## config.mk

```make
export PLATFORM = sky130hd
export DESIGN_NAME = pio_irq_ctrl
export DESIGN_NICKNAME = d
export VERILOG_FILES = /design/src/rtl/pio_pkg.sv /design/src/rtl/pio_sync.sv /design/src/rtl/pio_sense.sv /design/src/rtl/pio_rdmux.sv /design/src/rtl/pio_irq_ctrl.sv
export SDC_FILE = /design/constraint.sdc
export NUM_CORES = 1
export LEC_CHECK = 0
export BUFFER_PORTS_ARGS = -buffer_cell sky130_fd_sc_hd__buf_2
export CAP_MARGIN = 20
export CORE_UTILIZATION = 47
export DETAILED_ROUTE_END_ITERATION = 7
export PLACE_DENSITY = 0.66
export SYNTH_ARGS = -nofsm -noshare
export SYNTH_HDL_FRONTEND = slang
export SYNTH_SLANG_ARGS = --single-unit
```

## constraint.sdc

```tcl
create_clock -name clk_i -period 1.9 [get_ports clk_i]
set_input_delay 0 -clock clk_i [delete_from_list [all_inputs] [get_ports clk_i]]
set_output_delay 0 -clock clk_i [all_outputs]
set_load 0.05 [all_outputs]
```

## src/rtl/pio_pkg.sv

```systemverilog
package pio_pkg;
    localparam int unsigned PIO_AW = 6;

    localparam logic [PIO_AW-1:0] OFS_MODE   = 6'h00;
    localparam logic [PIO_AW-1:0] OFS_DIR    = 6'h04;
    localparam logic [PIO_AW-1:0] OFS_DOUT   = 6'h08;
    localparam logic [PIO_AW-1:0] OFS_DIN    = 6'h0C;
    localparam logic [PIO_AW-1:0] OFS_STAT   = 6'h10;
    localparam logic [PIO_AW-1:0] OFS_CLR    = 6'h14;
    localparam logic [PIO_AW-1:0] OFS_MASK   = 6'h18;
    localparam logic [PIO_AW-1:0] OFS_UNMASK = 6'h1C;
    localparam logic [PIO_AW-1:0] OFS_INV    = 6'h20;
    localparam logic [PIO_AW-1:0] OFS_EDGE   = 6'h24;
    localparam logic [PIO_AW-1:0] OFS_FILT   = 6'h28;
endpackage

```

## src/rtl/pio_sync.sv

```systemverilog
module pio_sync #(
    parameter int unsigned W      = 32,
    parameter int unsigned STAGES = 2
) (
    input  logic         clk_i,
    input  logic         rst_ni,
    input  logic [W-1:0] d_i,
    output logic [W-1:0] q_o
);
    logic [STAGES-1:0][W-1:0] chain_d, chain_q;

    always_comb begin
        chain_d[0] = d_i;
        for (int s = 1; s < STAGES; s++) begin
            chain_d[s] = chain_q[s-1];
        end
    end

    always_ff @(posedge clk_i or negedge rst_ni) begin
        if (!rst_ni) chain_q <= '0;
        else         chain_q <= chain_d;
    end

    assign q_o = chain_q[STAGES-1];
endmodule

```

## src/rtl/pio_sense.sv

```systemverilog
module pio_sense #(
    parameter int unsigned W = 32
) (
    input  logic         clk_i,
    input  logic         rst_ni,
    input  logic [W-1:0] lvl_i,
    input  logic [W-1:0] mode_i,
    input  logic [W-1:0] edge_i,
    input  logic [W-1:0] inv_i,
    output logic [W-1:0] edge_evt_o,
    output logic [W-1:0] active_o
);
    logic [W-1:0] prev_d, prev_q;

    always_comb prev_d = lvl_i;

    always_ff @(posedge clk_i or negedge rst_ni) begin
        if (!rst_ni) prev_q <= '0;
        else         prev_q <= prev_d;
    end

    for (genvar i = 0; i < W; i++) begin : g_pin
        logic now_hi, was_hi;
        assign now_hi        = lvl_i[i] ^ inv_i[i];
        assign was_hi        = prev_q[i] ^ inv_i[i];
        assign edge_evt_o[i] = mode_i[i] & edge_i[i] & now_hi & ~was_hi;
        assign active_o[i]   = mode_i[i] & ~edge_i[i] & now_hi;
    end
endmodule

```

## src/rtl/pio_rdmux.sv

```systemverilog
module pio_rdmux
    import pio_pkg::*;
#(
    parameter int unsigned NPINS = 32,
    parameter int unsigned DW    = 32
) (
    input  logic [PIO_AW-1:0] addr_i,
    input  logic [NPINS-1:0]  mode_i,
    input  logic [NPINS-1:0]  dir_i,
    input  logic [NPINS-1:0]  dout_i,
    input  logic [NPINS-1:0]  din_i,
    input  logic [NPINS-1:0]  stat_i,
    input  logic [NPINS-1:0]  en_i,
    input  logic [NPINS-1:0]  inv_i,
    input  logic [NPINS-1:0]  edge_i,
    input  logic [NPINS-1:0]  filt_i,
    output logic [DW-1:0]     rdata_o
);
    logic [NPINS-1:0] sel;

    always_comb begin
        case (addr_i)
            OFS_MODE: sel = mode_i;
            OFS_DIR:  sel = dir_i;
            OFS_DOUT: sel = dout_i;
            OFS_DIN:  sel = din_i;
            OFS_STAT: sel = stat_i;
            OFS_MASK: sel = en_i;
            OFS_INV:  sel = inv_i;
            OFS_EDGE: sel = edge_i;
            OFS_FILT: sel = filt_i;
            default:  sel = '0;
        endcase
        rdata_o = DW'(sel);
    end
endmodule

```

## src/rtl/pio_irq_ctrl.sv

```systemverilog
module pio_irq_ctrl
    import pio_pkg::*;
#(
    parameter int unsigned NPINS = 32,
    parameter int unsigned DW    = 32
) (
    input  logic              clk_i,
    input  logic              rst_ni,
    input  logic [PIO_AW-1:0] bus_addr_i,
    input  logic              bus_we_i,
    input  logic [DW-1:0]     bus_wdata_i,
    output logic [DW-1:0]     bus_rdata_o,
    input  logic [NPINS-1:0]  pin_i,
    output logic [NPINS-1:0]  pin_o,
    output logic [NPINS-1:0]  pin_oe_o,
    output logic              irq_o
);
    typedef struct packed {
        logic [NPINS-1:0] mode;
        logic [NPINS-1:0] dir;
        logic [NPINS-1:0] dout;
        logic [NPINS-1:0] pend;
        logic [NPINS-1:0] en;
        logic [NPINS-1:0] inv;
        logic [NPINS-1:0] edg;
        logic [NPINS-1:0] filt;
    } state_t;

    state_t           s_d, s_q;
    logic [NPINS-1:0] wbits;
    logic [NPINS-1:0] clr;
    logic [NPINS-1:0] lvl;
    logic [NPINS-1:0] evt;
    logic [NPINS-1:0] act;

    assign wbits = bus_wdata_i[NPINS-1:0];

    pio_sync #(.W(NPINS), .STAGES(2)) u_sync (
        .clk_i  (clk_i),
        .rst_ni (rst_ni),
        .d_i    (pin_i),
        .q_o    (lvl)
    );

    pio_sense #(.W(NPINS)) u_sense (
        .clk_i      (clk_i),
        .rst_ni     (rst_ni),
        .lvl_i      (lvl),
        .mode_i     (s_q.mode),
        .edge_i     (s_q.edg),
        .inv_i      (s_q.inv),
        .edge_evt_o (evt),
        .active_o   (act)
    );

    always_comb begin
        s_d = s_q;
        clr = '0;
        if (bus_we_i) begin
            case (bus_addr_i)
                OFS_MODE:   s_d.mode = wbits;
                OFS_DIR:    s_d.dir  = wbits;
                OFS_DOUT:   s_d.dout = wbits;
                OFS_CLR:    clr      = wbits;
                OFS_MASK:   s_d.en   = s_q.en & wbits;
                OFS_UNMASK: s_d.en   = s_q.en | wbits;
                OFS_INV:    s_d.inv  = wbits;
                OFS_EDGE:   s_d.edg  = wbits;
                OFS_FILT:   s_d.filt = wbits;
                default:    ;
            endcase
        end
        // edge pins keep sticky status, a new edge beats a clear; level pins track
        s_d.pend = (s_q.mode & s_q.edg & ((s_q.pend & ~clr) | evt)) | act;
    end

    always_ff @(posedge clk_i or negedge rst_ni) begin
        if (!rst_ni) s_q <= '0;
        else         s_q <= s_d;
    end

    pio_rdmux #(.NPINS(NPINS), .DW(DW)) u_rdmux (
        .addr_i  (bus_addr_i),
        .mode_i  (s_q.mode),
        .dir_i   (s_q.dir),
        .dout_i  (s_q.dout),
        .din_i   (lvl),
        .stat_i  (s_q.pend),
        .en_i    (s_q.en),
        .inv_i   (s_q.inv),
        .edge_i  (s_q.edg),
        .filt_i  (s_q.filt),
        .rdata_o (bus_rdata_o)
    );

    assign pin_o    = s_q.dout;
    assign pin_oe_o = s_q.dir;
    assign irq_o    = |(s_q.pend & s_q.en);
endmodule

```

==> results.txt, run 1 <==
----------------------------------------------------
[Worst setup path]
  Required time of the worst setup path ... approximately 1.9 ns
  Kind of end point of the critical path ... output pin
  Depth of the worst register-to-register path ... 4
  Startpoint of the lowest-slack register-to-register path ... u_sync.q_o[25]
  Start point of the critical path ... s_q[136]
  Type of element launching the critical path ... flip-flop
  Worst R2R Setup Slack ... 0.74 ns
  Classification of the worst setup path ... flip-flop to output pin
  Terminus of the critical flop-to-flop path ... s_q[153]
  Arrival time worst endpoint ... 2.13 ns
  Critical path fanouts, max ... 3

[Synthesis]
  Primary flip-flop cell chosen by synthesis mapping ... sky130_fd_sc_hd__dfrtp_1
  Netlist area before placement ... 0.01604 sq mm
  Area share of the leading cell type in the synthesized netlist ... a little over half
  Dominant cell type by area after synthesis ... sky130_fd_sc_hd__dfrtp_1
  Cells after synthesis ... 1292
  Number of enable-type register cells in the synthesized netlist ... 0
  Fraction of registers with async set or reset after synthesis ... 100.0%
  Syn Nets ... about 1400
  Yosys warns ... 0
  Cell variety after synth ... 36
  Mean instance size in the synthesized netlist ... 12.41 sq um
  Total of flip-flops plus latches after synthesis ... 352
  Ranking of synthesized cells by area ... sky130_fd_sc_hd__dfrtp_1 (55%), sky130_fd_sc_hd__mux2_2 (16%), sky130_fd_sc_hd__xor2_1 (3.5%)
  Part of the Yosys area used for sequential elements ... 54.92%

[Drt]
  Count of vias placed by the detailed router ... between 10000 and 15000
  DRT antenna net count ... 0
  Wirelength, routed ... 43.56 mm
  Via density per instance ... 5.730
  DRC violation count after routing ... 0
  First-pass iteration count of the detailed router ... 5
  Number of DRC markers in iteration 0 ... 826
  Per-cell routed wire length ... ~22 um

[Global routing]
  Number of global-route vias before repair ... 11520
  Number of antenna violations at the first check in global routing ... 2
  Congestion Overflow GR ... 0
  Maximum number of pins on one net before global-route repair ... a little under 70
  Global-route total usage across every layer ... 24.93%
  Global-route wire length before repair ... 66.96 mm

[Power]
  Power consumption ... 20.12 mW
  Power density over cell area ... slightly above 1000 mW/mm^2
  Highest ir drop seen on vdd ... approximately 0.00072 V
  Leakage dissipation ... 9.658 nW

[Place]
  Cell total after placement ... 1809
  DP Area ... 0.01723 sq mm
  Final HPWL DP ... 28.65 mm
  Port Buffers ... 169
  Global placement routability congestion ... 0.8534
  Pre-CTS setup slack ... 0.05324 ns

[CTS]
  Clock tree from TritonCTS ... yes
  CTS root buffer ... sky130_fd_sc_hd__clkbuf_16
  Insertion delay of the later-clocked pin in the worst-skew pair ... 0.54 ns
  Cts bufs inserted ... 39
  Number of clock sinks ... 352
  H-tree depth reported by CTS ... 2
  Largest buffer count on any clock path ... 3
  Register clock-pin slew on the reported worst setup and hold paths ... 0.06 ns

[Layout]
  Leading cell types in the layout, fill and taps excluded ... sky130_fd_sc_hd__dfrtp_1 (348), sky130_fd_sc_hd__mux2_2 (218), sky130_fd_sc_hd__buf_2 (142)
  Number of inserted diodes ... 0
  Share of the core filled with cells ... between 50% and 60%
  Fraction of layout cells with a size suffix above 1 ... 41.31%
  Area grow syn2layout ... 23.51%
  Net total in the final layout ... 1580
  Final non-filler cell total ... 1985
  Leading cell type in the layout, fill and taps excluded ... sky130_fd_sc_hd__dfrtp_1
  Post-route cell area ... 0.01981 sq mm

[Outcome]
  Violated checks ... negative setup slack
  Status ... finished with violations

[Die]
  Rows ... 67
  IO Count ... 170
  Height of the chip ... ~190 um
  Horiz. Die Dim ... 186.7 um
  Starting density of the core ... 47.83%
  Total Die Area ... 0.03487 sq mm
  Placeable core region ... 0.03353 sq mm

[STA]
  Unrepaired setup endpoints after global routing ... true
  Min cycle time layout ... 2.135 ns
  Actual transition at the worst max-transition pin ... just under 0.6 ns
  Fin. max-slew vios ... 0
  Worst max-slew margin expressed relative to the limit ... 60.97%
  # setup viols final ... 5
  Total negative slack ... -0.2818 ns
  Fmax ... 0.4684 GHz
  Total count of hold-check failures in the final report ... 0
  Hold Slack ... roughly 0.029 ns
  Layout Skew ... 0.01754 ns
  Fin worst setup slack ... -0.2349 ns
  Fraction of the cycle the final worst path needs ... 112.4%

[Flow run]
  Max-capacitance violation count ... 0

[Hold path]
  Hold crit path type ... input pin to asynchronous set/reset pin

----------------------------------------------------
-- report_power, final --
part | switching [mW] | leakage (nW) | internal, mW
Clock | 3.05 | 0.660 | 4.74
Sequential | 0.774 | 4.53 | 8.31
Combinational | 1.85 | 4.47 | 1.40
Total | 5.68 | 9.66 | 14.4
-- what timing repair did --
item / in CTS / in global routing
hold endpoints to repair: 640 / 0
hold buffers: 65 / 0
setup endpoints to repair: 17 / 25
setup buffers: 24 / 16
resized for setup: 52 / 34
pin swaps: 9 / 8
-- cells by family (layout without fill, tap and decap cells) --
group                  count (synthesis)  after routing  synth area share (%)
AO/OA/AOI/OAI                        239            239                 11.02
XOR/XNOR                              64             64                 3.495
buffers and inverters                162            407                 5.796
flip-flops                           352            352                 54.92
multiplexers                         279            279                 19.20
AND/OR/NAND/NOR                      196            196                 5.570
-- how the worst max path moves through the flow --
stage / slack, ns / end
final: -0.23 / irq_o
after global routing: -0.26 / irq_o
after CTS: -0.27 / irq_o
after detailed placement: 0.05 / bus_rdata_o[24]
after global placement: 0.02 / bus_rdata_o[24]
after floorplan: 0.20 / bus_rdata_o[0]
-- metal layers --
layer  up-vias  GRT usage, %  part of all wire [%]
li1       5034             -                     -
met1      5867         34.69                    44
met2       388         39.28                    47
met3        84         4.326                   6.0
met4         2         9.048                   3.0
met5         -             0                 0.025
-- cell usage after synthesis (all sizes together) (4+ instances only) --
master	n
nand4	4
a211o	8
mux2i	50
a221o	15
o2bb2ai	54
a22oi	56
nor2	76
buf	132
nand3	48
o21ai	9
a31o	32
clkbuf	30
dfrtp	352
a21oi	64
mux2	229
nand2	53
xor2	64
-- registers in the layout (all words and copies together) (netlist names) --
register,cells
pin_oe_o,32
s_q,192
u_sense.prev_q,32
u_sync.q_o,32
u_sync.chain_d,32
pin_o,32
-- layout make-up --
class	count	area (sq um)
clock buffers	57	1144
clock inverters	14	188.9
fillers	2725	13720
multi-input cells	778	6492
flip-flops and latches	352	8813
well taps	448	560.5
repair buffers	336	2609
-- worst max-delay path, cell delays in order (launching register included) --
cell and delay [ns]:
sky130_fd_sc_hd__dfrtp_1 0.44, sky130_fd_sc_hd__a22oi_1 0.27, sky130_fd_sc_hd__nand4_1 0.17, sky130_fd_sc_hd__or4_4 0.53, sky130_fd_sc_hd__buf_8 0.17
Note: power is estimated with default switching activity, not from simulation.
==> run 2: changes to the inputs <==
Clock period 1.9 ns to 2.7 ns, I/O delays scaled along.
==> run 2 against run 1 <==
Effect of this change:
- the run now ends clean
- final cell count shrank 2.8%
- combinational power fell by 35%
- count of clock-buffer cells in the layout grew 5
- global-route usage grew 0.18 points
- largest power group unchanged
==> results.txt, run 2 (synthesis gave the netlist of run 1 again) <==
----------------------------------------------------
[Outcome]
  Status ... finished clean

[Layout]
  Number of flip-flops in the largest register ... about 190
  Leading cell types in the layout, fill and taps excluded ... sky130_fd_sc_hd__dfrtp_1 (352), sky130_fd_sc_hd__mux2_2 (228), sky130_fd_sc_hd__buf_2 (165)
  Most flops, register ... s_q
  Final non-filler cell total ... 1929
  Net total in the final layout ... between 1500 and 2000
  Area grow syn2layout ... 18.04%
  Fraction of layout cells with a size suffix above 1 ... between 30% and 40%
  Leading cell type in the layout, fill and taps excluded ... sky130_fd_sc_hd__dfrtp_1
  Fill cell total of the finished layout ... 2822

[STA]
  Total count of hold-check failures in the final report ... 0
  Fin. max-slew vios ... 0
  Unrepaired setup endpoints after global routing ... false
  Min cycle time layout ... between 2 and 2.5 ns
  Worst max-slew margin expressed relative to the limit ... between 50% and 60%
  Total negative slack ... 0 ns
  # setup viols final ... 0
  Layout Skew ... slightly above 0.01 ns
  Fmax ... 0.4424 GHz
  Actual transition at the worst max-transition pin ... 0.6081 ns
  Fraction of the cycle the final worst path needs ... 83.72%

[Drt]
  Via density per instance ... roughly 5.7
  First-pass iteration count of the detailed router ... 5
  DRC violation count after routing ... 0
  Number of DRC markers in iteration 0 ... 834
  DRT antenna net count ... 0
  Wirelength, routed ... between 40 and 50 mm
  Per-cell routed wire length ... 22.52 um
  Count of vias placed by the detailed router ... 11030

[Die]
  Total Die Area ... roughly 0.035 sq mm
  Starting density of the core ... 47.83%
  Placeable core region ... roughly 0.034 sq mm
  Horiz. Die Dim ... 186.7 um
  Height of the chip ... 186.7 um
  Rows ... 67
  IO Count ... 170

[Power]
  Highest ir drop seen on vdd ... 0.0004908 V
  Power density over cell area ... between 700 and 800 mW/mm^2
  Leakage dissipation ... between 9 and 10 nW
  Power consumption ... roughly 14 mW

[CTS]
  CTS root buffer ... sky130_fd_sc_hd__clkbuf_16
  Clock tree from TritonCTS ... yes
  Insertion delay of the later-clocked pin in the worst-skew pair ... 0.53 ns
  Number of clock sinks ... 352
  Register clock-pin slew on the reported worst setup and hold paths ... 0.06 ns
  Cts bufs inserted ... 39
  H-tree depth reported by CTS ... 2
  Largest buffer count on any clock path ... 3
  Buffers inserted by post-CTS timing repair ... 0

[Worst setup path]
  Kind of end point of the critical path ... output pin
  Type of element launching the critical path ... flip-flop
  Arrival time worst endpoint ... 2.26 ns
  Critical path fanouts, max ... 3
  Required time of the worst setup path ... 2.70 ns
  Start point of the critical path ... s_q[117]
  Startpoint of the lowest-slack register-to-register path ... s_q[93]
  Classification of the worst setup path ... flip-flop to output pin

[Global routing]
  Global-route wire length before repair ... 67.12 mm
  Number of antenna violations at the first check in global routing ... 7
  Maximum number of pins on one net before global-route repair ... 89
  Global-route total usage across every layer ... 25.11%
  Congestion Overflow GR ... 0
  Number of global-route vias before repair ... around 11000

[Place]
  Global placement routability congestion ... between 0.8 and 0.9
  Cell total after placement ... approximately 1800
  Port Buffers ... roughly 170
  Final HPWL DP ... 28.19 mm

[Flow run]
  Max-capacitance violation count ... 0

[Hold path]
  Hold crit path type ... input pin to asynchronous set/reset pin

----------------------------------------------------
-- run 2: changes by cell type in the layout (fill, tap and decap cells not counted), moves of 3 or more --
cell and delta:
sky130_fd_sc_hd__mux2_4 -10, sky130_fd_sc_hd__buf_12 -9, sky130_fd_sc_hd__a22oi_1 +18, sky130_fd_sc_hd__buf_2 +23, sky130_fd_sc_hd__buf_4 -51, sky130_fd_sc_hd__diode_2 +3, sky130_fd_sc_hd__dfrtp_2 -4, sky130_fd_sc_hd__dfrtp_1 +4
sky130_fd_sc_hd__buf_6 -17, sky130_fd_sc_hd__bufinv_16 -3, sky130_fd_sc_hd__a22oi_2 -18, sky130_fd_sc_hd__mux2_2 +10, sky130_fd_sc_hd__inv_6 -4
-- run 2: power breakdown --
part	switching (mW)	leakage [nW]	internal, mW	total [mW]
Sequential	0.551	4.53	5.85	6.40
Clock	2.09	0.626	3.16	5.25
Combinational	1.25	4.10	0.846	2.10
Total	3.89	9.26	9.85	13.7
-- run 2: path summary, 6_finish.rpt --
path / cells after the start / to / slack [ns]
setup / recovery: 4 / irq_o / 0.44
hold / removal: 2 / pin_oe_o[24] / 0.04
setup reg to reg: 3 / s_q[157] / 1.66
hold reg to reg: 0 / u_sync.q_o[2] / 0.35
max in group asynchronous: 3 / u_sync.q_o[11] / 1.76
min in group clk_i: 2 / u_sync.chain_d[42] / 0.10
-- run 2: layer usage --
metal  routed length, um  vias to the layer above  GRT usage (%)
met3                3033                       96          5.868
met5                  43                        -              0
met1               18820                     5640          34.04
met4                1351                        6          8.544
li1                    -                     4915              -
met2               20180                      372          39.71
-- run 2: worst max-delay path, stage by stage, from the launching register on --
cell and delay, ns:
sky130_fd_sc_hd__dfrtp_1 0.41, sky130_fd_sc_hd__a22oi_1 0.25, sky130_fd_sc_hd__nand4_1 0.19, sky130_fd_sc_hd__or4_1 0.62, sky130_fd_sc_hd__buf_2 0.25
-- run 2: final cells by class --
class	instances	area [sq um]	share of cell area, %
Antenna cell	3	7.507	0.03965
Clock inverter	5	50.05	0.2644
Timing Repair Buffer	281	1954	10.32
Sequential cell	352	8808	46.53
Multi-Input combinational cell	778	6336	33.47
Tap cell	448	560.5	2.961
Clock buffer	62	1215	6.417
-- run 2: metrics by stage --
stage | setup WS (ns) | area (sq um) | hold slack (ns) | utilization, %
finish | 0.4395 | 18930 | 0.03688 | 56.46
global route | 0.3768 | 18930 | 0.07489 | 56.45
CTS | 0.4380 | 18920 | 0.04544 | 56.44
detailed placement | 0.5469 | 17010 | 0.007884 | 50.72
global placement | 0.5933 | 17010 | 0.007142 | 50.72
floorplan | 0.9985 | 16040 | -0.2956 | -
-- run 2: timing repair --
action / in CTS / in global routing
endpoints found under the hold margin: 492 / 0
hold buffers: 65 / 0
resized for setup: 0 / 0
==> run 3: changes to the inputs <==
Settings changed: PLACE_DENSITY 0.66 to 0.69.
Clock period 2.7 ns to 1.8 ns, I/O delays scaled along.
==> run 3 against run 2 <==
Effect of this change:
- the flow now finishes with violations (negative setup slack)
- die area is the same
- register-to-register slack lost 1.0 ns
- sequential share of layout area shrank 3.3 points
- power grew 58%
- setup slack lost 0.77 ns
- via count grew 4.5%
- clock skew grew 0.0060 ns
- critical endpoint unchanged
- largest cell class unchanged
- largest power group unchanged
==> results.txt, run 3 (synthesis gave the netlist of run 1 again) <==
----------------------------------------------------
[Die]
  Height of the chip ... 186.7 um
  Starting density of the core ... 47.83%
  IO Count ... 170
  Placeable core region ... 0.03353 sq mm
  Horiz. Die Dim ... 186.7 um
  Total Die Area ... about 0.035 sq mm
  Rows ... 67

[Worst setup path]
  Required time of the worst setup path ... 1.80 ns
  Kind of end point of the critical path ... output pin
  Worst R2R Setup Slack ... about 0.65 ns
  Arrival time worst endpoint ... 2.13 ns
  Top Family by Delay on Critical Path ... simple AND/OR/NAND/NOR gates
  Cell-by-cell listing of the critical path ... a22oi_2, nand4_1, or4_4, buf_8
  Slowest cell on the critical path ... sky130_fd_sc_hd__or4_4
  Classification of the worst setup path ... flip-flop to output pin
  Delay of the slowest critical-path stage ... 0.51 ns
  Type of element launching the critical path ... flip-flop
  Buffers plus inverters on the worst setup path ... 1
  Critical path fanouts, max ... 3

[Place]
  Port Buffers ... 169
  Global placement routability congestion ... 0.8669
  Cell total after placement ... 1822
  Final HPWL DP ... 28.88 mm

[Power]
  Highest ir drop seen on vdd ... just under 0.0008 V
  Power consumption ... 21.71 mW
  Power density over cell area ... 1065 mW/mm^2
  Leakage dissipation ... 9.942 nW

[CTS]
  Register clock-pin slew on the reported worst setup and hold paths ... 0.06 ns
  Largest buffer count on any clock path ... 3
  Number of clock sinks ... 352
  CTS root buffer ... sky130_fd_sc_hd__clkbuf_16
  Cts bufs inserted ... 39
  Clock tree from TritonCTS ... yes
  H-tree depth reported by CTS ... 2
  Insertion delay of the later-clocked pin in the worst-skew pair ... 0.53 ns

[STA]
  Unrepaired setup endpoints after global routing ... true
  Min cycle time layout ... 2.133 ns
  Fraction of the cycle the final worst path needs ... 118.5%
  Total negative slack ... -1.285 ns
  Actual transition at the worst max-transition pin ... just over 0.5 ns
  Hold Slack ... 0.02346 ns
  Fin worst setup slack ... -0.3333 ns
  Layout Skew ... 0.01607 ns
  Worst max-slew margin expressed relative to the limit ... 66.12%
  # setup viols final ... 19
  Fmax ... 0.4688 GHz
  Fin. max-slew vios ... 0
  Total count of hold-check failures in the final report ... 0

[Drt]
  Via density per instance ... approximately 5.7
  DRC violation count after routing ... 0
  Wirelength, routed ... 44.92 mm
  Number of DRC markers in iteration 0 ... 749
  Count of vias placed by the detailed router ... roughly 12000
  Per-cell routed wire length ... 22.19 um
  First-pass iteration count of the detailed router ... 7
  DRT antenna net count ... 0

[Layout]
  Multi-input logic area ... 0.006623 sq mm
  Fraction of layout cells with a size suffix above 1 ... 44.42%
  Area grow syn2layout ... 27.10%
  Fill cell total of the finished layout ... approximately 2600
  Leading cell type in the layout, fill and taps excluded ... sky130_fd_sc_hd__dfrtp_1
  Number of inserted diodes ... 0
  Leading cell types in the layout, fill and taps excluded ... sky130_fd_sc_hd__dfrtp_1 (346), sky130_fd_sc_hd__mux2_2 (214), sky130_fd_sc_hd__buf_2 (138)
  Sequential cell area ... slightly below 0.009 sq mm
  Number of flip-flops in the largest register ... 192
  Share of the core filled with cells ... 60.79%
  Final non-filler cell total ... 2024
  Net total in the final layout ... 1621
  Most flops, register ... s_q

[Global routing]
  Number of global-route vias before repair ... ~12000
  Met3 Usage GRT ... ~5.2%
  Congestion Overflow GR ... 0
  Maximum number of pins on one net before global-route repair ... 60
  Layer carrying the most global-route usage ... met2
  Met1 global-route usage ... 35.36%
  Global-route wire length before repair ... roughly 69 mm
  Global-route total usage across every layer ... 25.75%
  Number of antenna violations at the first check in global routing ... 0
  Global-route met2 utilization ... 40.60%

[Outcome]
  Status ... finished with violations
  Violated checks ... negative setup slack

[Hold path]
  Hold crit path type ... input pin to asynchronous set/reset pin

[Flow run]
  Max-capacitance violation count ... 0

----------------------------------------------------
## run 3: power breakdown
part           switching, mW  internal [mW]
Sequential             0.815           8.77
Clock                   3.23           5.23
Combinational           2.05           1.60
Total                   6.10           15.6
## run 3: metrics by stage
step | setup WS [ns] | area [sq um]
global route | -0.3751 | 20380
global placement | -0.01079 | 17390
floorplan | 0.09850 | 16040
detailed placement | -0.08075 | 17390
finish | -0.3333 | 20380
CTS | -0.3135 | 20070
## run 3: worst paths after layout
kind,startpoint,endpoint,depth (start not counted)
worst max-delay path,s_q[157],irq_o,4
max in group asynchronous,rst_ni,s_q[137],3
worst min-delay path,rst_ni,s_q[152],2
worst max register to register,u_sync.q_o[6],s_q[134],4
worst min register to register,u_sync.chain_d[57],u_sync.q_o[25],0
min in group clk_i,pin_i[20],u_sync.chain_d[52],2
## run 3: timing repair
action                     CTS  global route
setup endpoints to repair   26            33
setup buffers               46            22
pin swaps                   21            20
hold endpoints to repair   640             0
hold buffers                65             0
resized for setup           85            38
gates cloned                 0             0
## run 3: worst reg2reg max path, cell delays in order, from the launching register on
cell and delay (ns):
sky130_fd_sc_hd__dfrtp_1 0.38, sky130_fd_sc_hd__buf_4 0.13, sky130_fd_sc_hd__buf_4 0.13, sky130_fd_sc_hd__xor2_1 0.15, sky130_fd_sc_hd__a31o_2 0.25
## run 3: layer usage
layer / wire length [um] / part of all wire [%] / vias up
li1: - / - / 5103
met3: 2773 / 6.2 / 88
met2: 21300 / 47 / 403
met4: 1384 / 3.1 / 0
met5: 0 / 0 / -
met1: 19460 / 43 / 5936
## run 3: cell type report
cell class / instances / area share [%]
Tap cell: 448 / 2.750
Timing Repair Buffer: 377 / 14.79
Clock buffer: 51 / 5.463
Clock inverter: 18 / 1.258
Multi-Input combinational cell: 778 / 32.49
Sequential cell: 352 / 43.25
